--- src/rtl/link_scan_pkg.sv ---
package link_scan_pkg;
  typedef enum logic [3:0] {
    ST_IDLE, ST_SRC, ST_FLO, ST_FHI, ST_RSEL, ST_RLO, ST_RHI, ST_COMMIT, ST_REL, ST_DONE
  } scan_st_e;
endpackage

--- src/rtl/link_settle_timer.sv ---
module link_settle_timer #(
  parameter int SETTLE_W = 4
) (
  input  logic                clk_i,
  input  logic                rst_ni,
  input  logic                restart_i,
  input  logic [SETTLE_W-1:0] limit_i,
  output logic                expired_o
);
  logic [SETTLE_W-1:0] cnt_q;

  always_ff @(posedge clk_i or negedge rst_ni) begin
    if (!rst_ni)        cnt_q <= '0;
    else if (restart_i) cnt_q <= '0;
    else                cnt_q <= cnt_q + 1'b1;
  end

  assign expired_o = (cnt_q == limit_i);

  // counter never runs past the settle limit
  assert_cnt_in_window_R10: assert property (@(posedge clk_i) disable iff (!rst_ni)
    cnt_q <= limit_i);
endmodule

--- src/rtl/link_first_set.sv ---
module link_first_set #(
  parameter int N  = 8,
  parameter int IW = 3
) (
  input  logic [N-1:0]  mask_i,
  output logic [IW-1:0] idx_o,
  output logic          valid_o
);
  always_comb begin
    idx_o   = '0;
    valid_o = 1'b0;
    for (int i = N-1; i >= 0; i--) begin
      if (mask_i[i]) begin
        idx_o   = IW'(i);
        valid_o = 1'b1;
      end
    end
  end
endmodule

--- src/rtl/link_label_store.sv ---
module link_label_store #(
  parameter int N  = 8,
  parameter int LW = 3
) (
  input  logic          clk_i,
  input  logic          rst_ni,
  input  logic          clr_i,
  input  logic [N-1:0]  wr_mask_i,
  input  logic [LW-1:0] wr_lbl_i,
  output logic [N*LW-1:0] labels_o,
  output logic [N-1:0]  unlab_o
);
  for (genvar p = 0; p < N; p++) begin : g_pin
    logic [LW-1:0] lbl_q;
    always_ff @(posedge clk_i or negedge rst_ni) begin
      if (!rst_ni)           lbl_q <= '0;
      else if (clr_i)        lbl_q <= '0;
      else if (wr_mask_i[p]) lbl_q <= wr_lbl_i;
    end
    assign labels_o[p*LW +: LW] = lbl_q;
    assign unlab_o[p]           = (lbl_q == '0);
  end

  // a labeled pin is never rewritten
  assert_no_relabel_R9: assert property (@(posedge clk_i) disable iff (!rst_ni)
    (wr_mask_i & ~unlab_o) == '0);
  // written labels are never the unlinked code
  assert_nonzero_label_R7: assert property (@(posedge clk_i) disable iff (!rst_ni)
    (wr_mask_i != '0) |-> (wr_lbl_i != '0));
endmodule

--- src/rtl/link_scan_seq.sv ---
module link_scan_seq
  import link_scan_pkg::*;
#(
  parameter int NUM_PINS = 8,
  parameter int SETTLE_W = 4,
  localparam int IW      = (NUM_PINS > 1) ? $clog2(NUM_PINS) : 1,
  localparam int LBL_W   = $clog2(NUM_PINS/2 + 2)
) (
  input  logic                      clk_i,
  input  logic                      rst_ni,
  input  logic                      start_i,
  input  logic [SETTLE_W-1:0]       settle_i,
  input  logic [NUM_PINS-1:0]       excl_i,
  input  logic [NUM_PINS-1:0]       pin_i,
  output logic [NUM_PINS-1:0]       drv_en_o,
  output logic [NUM_PINS-1:0]       drv_val_o,
  output logic                      done_o,
  output logic [NUM_PINS*LBL_W-1:0] label_o
);
  localparam logic [NUM_PINS-1:0] ONE = {{(NUM_PINS-1){1'b0}}, 1'b1};

  scan_st_e            st_q;
  logic [IW-1:0]       src_q, tgt_q, pick_idx;
  logic [NUM_PINS-1:0] excl_q, base_q, cand_q, conf_q, later, unlab, wr_mask;
  logic [NUM_PINS-1:0] src_oh, tgt_oh, pick_oh;
  logic [SETTLE_W-1:0] settle_q;
  logic [LBL_W-1:0]    next_lbl_q;
  logic                rs_lo_q, in_drive, expired, pick_vld, clr, last_src;

  assign in_drive = (st_q == ST_FLO) || (st_q == ST_FHI) || (st_q == ST_RLO) || (st_q == ST_RHI);
  assign src_oh   = ONE << src_q;
  assign tgt_oh   = ONE << tgt_q;
  assign pick_oh  = ONE << pick_idx;
  assign last_src = (src_q == IW'(NUM_PINS-1));
  assign clr      = start_i && ((st_q == ST_IDLE) || (st_q == ST_DONE));
  assign wr_mask  = ((st_q == ST_COMMIT) && (conf_q != '0)) ? (conf_q | src_oh) : '0;
  assign done_o   = (st_q == ST_DONE);

  always_comb begin
    for (int j = 0; j < NUM_PINS; j++) later[j] = (j > int'(src_q));
  end

  link_settle_timer #(.SETTLE_W(SETTLE_W)) u_timer (
    .clk_i, .rst_ni,
    .restart_i (!in_drive || expired),
    .limit_i   (settle_q),
    .expired_o (expired)
  );

  link_first_set #(.N(NUM_PINS), .IW(IW)) u_pick (
    .mask_i (cand_q), .idx_o (pick_idx), .valid_o (pick_vld)
  );

  link_label_store #(.N(NUM_PINS), .LW(LBL_W)) u_lbl (
    .clk_i, .rst_ni,
    .clr_i     (clr),
    .wr_mask_i (wr_mask),
    .wr_lbl_i  (next_lbl_q),
    .labels_o  (label_o),
    .unlab_o   (unlab)
  );

  always_comb begin
    drv_en_o  = '0;
    drv_val_o = '0;
    unique case (st_q)
      ST_FLO: drv_en_o = src_oh;
      ST_FHI: begin drv_en_o = src_oh; drv_val_o = src_oh; end
      ST_RLO: drv_en_o = tgt_oh;
      ST_RHI: begin drv_en_o = tgt_oh; drv_val_o = tgt_oh; end
      default: ;
    endcase
  end

  always_ff @(posedge clk_i or negedge rst_ni) begin
    if (!rst_ni) begin
      st_q       <= ST_IDLE;
      src_q      <= '0;
      tgt_q      <= '0;
      excl_q     <= '0;
      base_q     <= '0;
      cand_q     <= '0;
      conf_q     <= '0;
      settle_q   <= '0;
      next_lbl_q <= '0;
      rs_lo_q    <= 1'b0;
    end else begin
      unique case (st_q)
        ST_IDLE, ST_DONE: if (start_i) begin
          excl_q     <= excl_i;
          settle_q   <= settle_i;
          src_q      <= '0;
          next_lbl_q <= LBL_W'(1);
          st_q       <= ST_SRC;
        end
        ST_SRC: begin
          if (!excl_q[src_q] && unlab[src_q]) st_q <= ST_FLO;
          else if (last_src)                 st_q <= ST_REL;
          else                               src_q <= src_q + 1'b1;
        end
        ST_FLO: if (expired) begin
          base_q <= pin_i;
          st_q   <= ST_FHI;
        end
        ST_FHI: if (expired) begin
          cand_q <= pin_i & ~base_q & later & ~excl_q & unlab;
          conf_q <= '0;
          st_q   <= ST_RSEL;
        end
        ST_RSEL: begin
          if (!pick_vld) st_q <= ST_COMMIT;
          else begin
            tgt_q  <= pick_idx;
            cand_q <= cand_q & ~pick_oh;
            st_q   <= ST_RLO;
          end
        end
        ST_RLO: if (expired) begin
          rs_lo_q <= pin_i[src_q];
          st_q    <= ST_RHI;
        end
        ST_RHI: if (expired) begin
          if (pin_i[src_q] && !rs_lo_q) conf_q <= conf_q | tgt_oh;
          st_q <= ST_RSEL;
        end
        ST_COMMIT: begin
          if (conf_q != '0) next_lbl_q <= next_lbl_q + 1'b1;
          if (last_src) st_q <= ST_REL;
          else begin
            src_q <= src_q + 1'b1;
            st_q  <= ST_SRC;
          end
        end
        ST_REL:  st_q <= ST_DONE;
        default: st_q <= ST_IDLE;
      endcase
    end
  end

  assert_one_driver_R3: assert property (@(posedge clk_i) disable iff (!rst_ni)
    $onehot0(drv_en_o));
  assert_excl_undriven_R3: assert property (@(posedge clk_i) disable iff (!rst_ni)
    (drv_en_o & excl_q) == '0);
  assert_done_released_R11: assert property (@(posedge clk_i) disable iff (!rst_ni)
    done_o |-> (drv_en_o == '0));
  assert_release_before_done_R11: assert property (@(posedge clk_i) disable iff (!rst_ni)
    $rose(done_o) |-> ($past(drv_en_o) == '0));
endmodule

--- config.mk ---
export PLATFORM = sky130hd
export DESIGN_NAME = link_scan_seq
export DESIGN_NICKNAME = d
export VERILOG_FILES = /design/src/rtl/link_scan_pkg.sv /design/src/rtl/link_settle_timer.sv /design/src/rtl/link_first_set.sv /design/src/rtl/link_label_store.sv /design/src/rtl/link_scan_seq.sv
export SDC_FILE = /design/constraint.sdc
export NUM_CORES = 1
export LEC_CHECK = 0
export CAP_MARGIN = 0
export CORE_MARGIN = 8
export CORE_UTILIZATION = 56
export CTS_CLUSTER_DIAMETER = 120
export DETAILED_ROUTE_END_ITERATION = 8
export DONT_BUFFER_PORTS = 1
export PLACE_DENSITY = 0.7
export SLEW_MARGIN = 20
export SYNTH_ARGS = -nofsm -noshare
export SYNTH_HDL_FRONTEND = slang
export SYNTH_SLANG_ARGS = --single-unit
--- constraint.sdc ---
create_clock -name clk_i -period 5.4 [get_ports clk_i]
set_clock_uncertainty 0.1 [all_clocks]
set_input_delay 0.27 -clock clk_i [delete_from_list [all_inputs] [get_ports clk_i]]
set_output_delay 0.27 -clock clk_i [all_outputs]
set_load 0.01 [all_outputs]
==> results_dict.tcl <==
set metrics [dict create \
    num_rows 31 \
    whs_ps 56.7 \
    crit_type "reg2reg" \
    grt_pass1_wl_microns 16700 \
    path_clk_slew_ps 90 \
    fillerInstances 628 \
    pwr-share-comb_pct 38.1 \
    final_cell_mix "77 x dfrtp_1, 54 x nor2_1, 43 x nand2_1" \
    path_max_fanout 12 \
    ys_types 60 \
    cts_tree "built" \
    area_growth_pct 10.7 \
    grt.busiest_layer "met2" \
    clock-sinks 77 \
    synth_warnings 0 \
    synth_edf_count 0 \
    cp-start-kind "register" \
    nets 459 \
    ir_drop_mv 0.222 \
    drive_gt1_share_pct 11.3 \
    maxClockFrequency_mhz 376 \
    grt_pass1_vias 3170 \
    tightestPinTransition_ps 907 \
    grt_use_met2_pct 32.0 \
    path_cells "and2b_1, nand3_1, a21oi_1, nor2b_1, mux2i_1, nor2_1" \
    die_y_microns 102 \
    finalPower_mw 2.07 \
    ys_ff_latch 77 \
    power_frac_seq_pct 42.4 \
    grtUsageTotal_pct 20.9 \
    numCtsBuffers 9 \
    vias 3175 \
    p_int_mw 1.25 \
    totalWireLength_microns 10400 \
    hpwlAfterDp_microns 7620 \
    htree_levels 3 \
    period_minus_slack_ps 2660 \
    status "complete, no violations" \
    grt_max_degree 78 \
    slew-limit-headroom_pct 39.5 \
    initial_core_util_pct 57.3 \
    cts_resized 0 \
    avgSynthCellArea_sq_um 9.99 \
    yosys-top-cells-area "dfrtp_1 47%, mux2i_1 6.3%, nor2_1 4.9%" \
    cp-end-kind "register" \
    port_buffers 0 \
    io_pins 64 \
    core-area_sq_mm 0.00721 \
    p_clk_share_pct 19.5 \
    synthFlopType "dfrtp_1" \
    cp.required_ps 5530 \
    p_per_area_mw_per_mm2 452 \
    syn-cell-area_sq_mm 0.00413 \
    critPathMaxStageDelay_ps 740 \
    slew_viol_final 0 \
    ys_seq_area_share_pct 46.6 \
    netlist_instances 414 \
    fin_crit_sh_pct 49.3 \
    setup_viol 0 \
    synth_top_area_share_pct 46.6 \
    p_sw_mw 0.819 \
    layout_commonest_cell "dfrtp_1" \
    overflow 0 \
    clk_path_buf_depth 2 \
    ctsRootBufferMaster "clkbuf_8" \
    hold_violations 0 \
    critPathBufInv 0 \
    holdCritPathClass "in2reg" \
    cp_data_arrival_time_ps 2790 \
    grt_use_met1_pct 27.1 \
    syn_nets 445 \
    synth_largest_area_cell "dfrtp_1" \
    antenna_left 0 \
    drt_iter0_drc 227 \
    rsz0062_at_grt "false" \
    met3_usage_pct 5.93 \
    drt_first_pass_iters 5 \
    crit_family "simple AND/OR/NAND/NOR gates" \
    antenna_found_initial 0 \
    wl_per_cell_microns 19.5 \
    critPathSlowestCell "a21oi_1" \
    maxCapViolations 0 \
    gp_congestion 0.917 \
    antenna_cells 0 \
    p_sw_share_pct 39.6 \
    leakage_nw 2.03 \
    synth-async-reset-ratio_pct 100 \
    clkLatencyLatePin_ps 350 \
    remaining_drc_errors 0 \
    die_w_microns 102 \
    tns_ps 0 \
    via_per_inst 5.97 \
    fp.dieArea_sq_mm 0.0104 \
]
==> worst register-to-register path: cells and delay by family, from the launching register on <==
| family | cells | cell delay, ps |
|---|---|---|
| simple gates | 4 | 950 |
| mux | 1 | 240 |
| compound gates | 1 | 740 |
| flops | 1 | 510 |
==> layer usage <==
| layer | vias to the layer above | routed length [microns] | part of all wire, % |
|---|---|---|---|
| li1 | 1502 | - | - |
| met2 | 122 | 4760 | 46 |
| met3 | 24 | 928 | 8.9 |
| met4 | 0 | 287 | 2.8 |
| met1 | 1527 | 4400 | 42 |
| met5 | - | 0 | 0 |
==> cells in the mapped netlist, drive strengths merged, types with 2 or more instances <==
master  count
a31oi       3
nand3       9
o21ai      20
and2b       2
mux2       22
dfrtp      77
o22ai      17
nand2b     13
a21oi      11
mux2i      26
o21bai      2
and3        4
o21a        3
nand2      43
nor2       55
or3         3
o31ai       2
nor4        9
or4         3
buf        13
a22o        2
a211oi      2
nor3        8
ha          8
nand4       3
inv        13
xnor2       3
nor2b       5
clkbuf      6
or2         3
mux4        2
xor2        6
==> layout make-up <==
| type | instances | area [sq um] | share of cell area [%] |
|---|---|---|---|
| multi-input combinational | 305 | 2060 | 45.0 |
| clock inverter | 7 | 57.6 | 1.26 |
| timing repair buffer | 22 | 235 | 5.14 |
| clock buffer | 9 | 124 | 2.71 |
| sequential | 77 | 1930 | 42.1 |
| tap | 99 | 124 | 2.71 |
| inverter | 13 | 48.8 | 1.07 |
==> worst paths after layout <==
kind	to	slack, ps	start	cells after the start
hold reg to reg	cand_q[5]$_DFFE_PN0P_	370	base_q[5]$_DFFE_PN0P_	1
setup reg to reg	u_lbl.g_pin[5].lbl_q[1]$_DFFE_PN0P_	2740	st_q[3]$_DFFE_PN0P_	6
max in group asynchronous	cand_q[2]$_DFFE_PN0P_	4500	rst_ni	2
hold / removal	cand_q[2]$_DFFE_PN0P_	60	pin_i[2]	2
min in group asynchronous	cand_q[0]$_DFFE_PN0P_	340	rst_ni	2
setup / recovery	u_lbl.g_pin[5].lbl_q[1]$_DFFE_PN0P_	2740	st_q[3]$_DFFE_PN0P_	6
==> what timing repair did <==
action | CTS | global route
setup endpoints to repair | 0 | 0
buffers inserted | 0 | 0
hold endpoints to repair | 99 | 0
hold buffers | 21 | 0
==> per-stage QoR <==
stage / utilization [%] / cells / setup slack [ps] / area [sq um]
after global placement: 57.7 / 495 / 2910 / 4170
final: 63.4 / 532 / 2740 / 4570
after detailed placement: 57.7 / 495 / 2790 / 4170
after floorplan: - / 414 / 3400 / 4130
after CTS: 63.4 / 532 / 2780 / 4570
after global routing: 63.4 / 532 / 2640 / 4570
==> flip-flops by register name, indices dropped and copies added (netlist names) <==
register and flops:
u_lbl.g_pin.lbl_q 24, excl_q 8, rs_lo_q 1, cand_q 8, u_timer.cnt_q 4, src_q 3
next_lbl_q 3, conf_q 8, base_q 7, tgt_q 3, settle_q 4, st_q 4
==> kinds of logic after synthesis <==
logic type,after synthesis,share of synthesized area [%]
simple gates,164,19.6
flops,77,46.6
compound gates,74,12.1
mux,50,13.7
buf+inv,32,3.60
xor+xnor,9,1.91
fa+ha+maj,8,2.42
==> power by group through the flow <==
stage / sequential, mW / clock [mW] / combinational (mW)
floorplan: 0.805 / 0 / 0.677
global placement: 0.881 / 0 / 0.738
detailed placement: 0.887 / 0 / 0.753
CTS: 0.876 / 0.412 / 0.782
global route: 0.900 / 0.436 / 0.861
finish: 0.878 / 0.403 / 0.787
No activity file was read; power rests on OpenSTA's default activity.
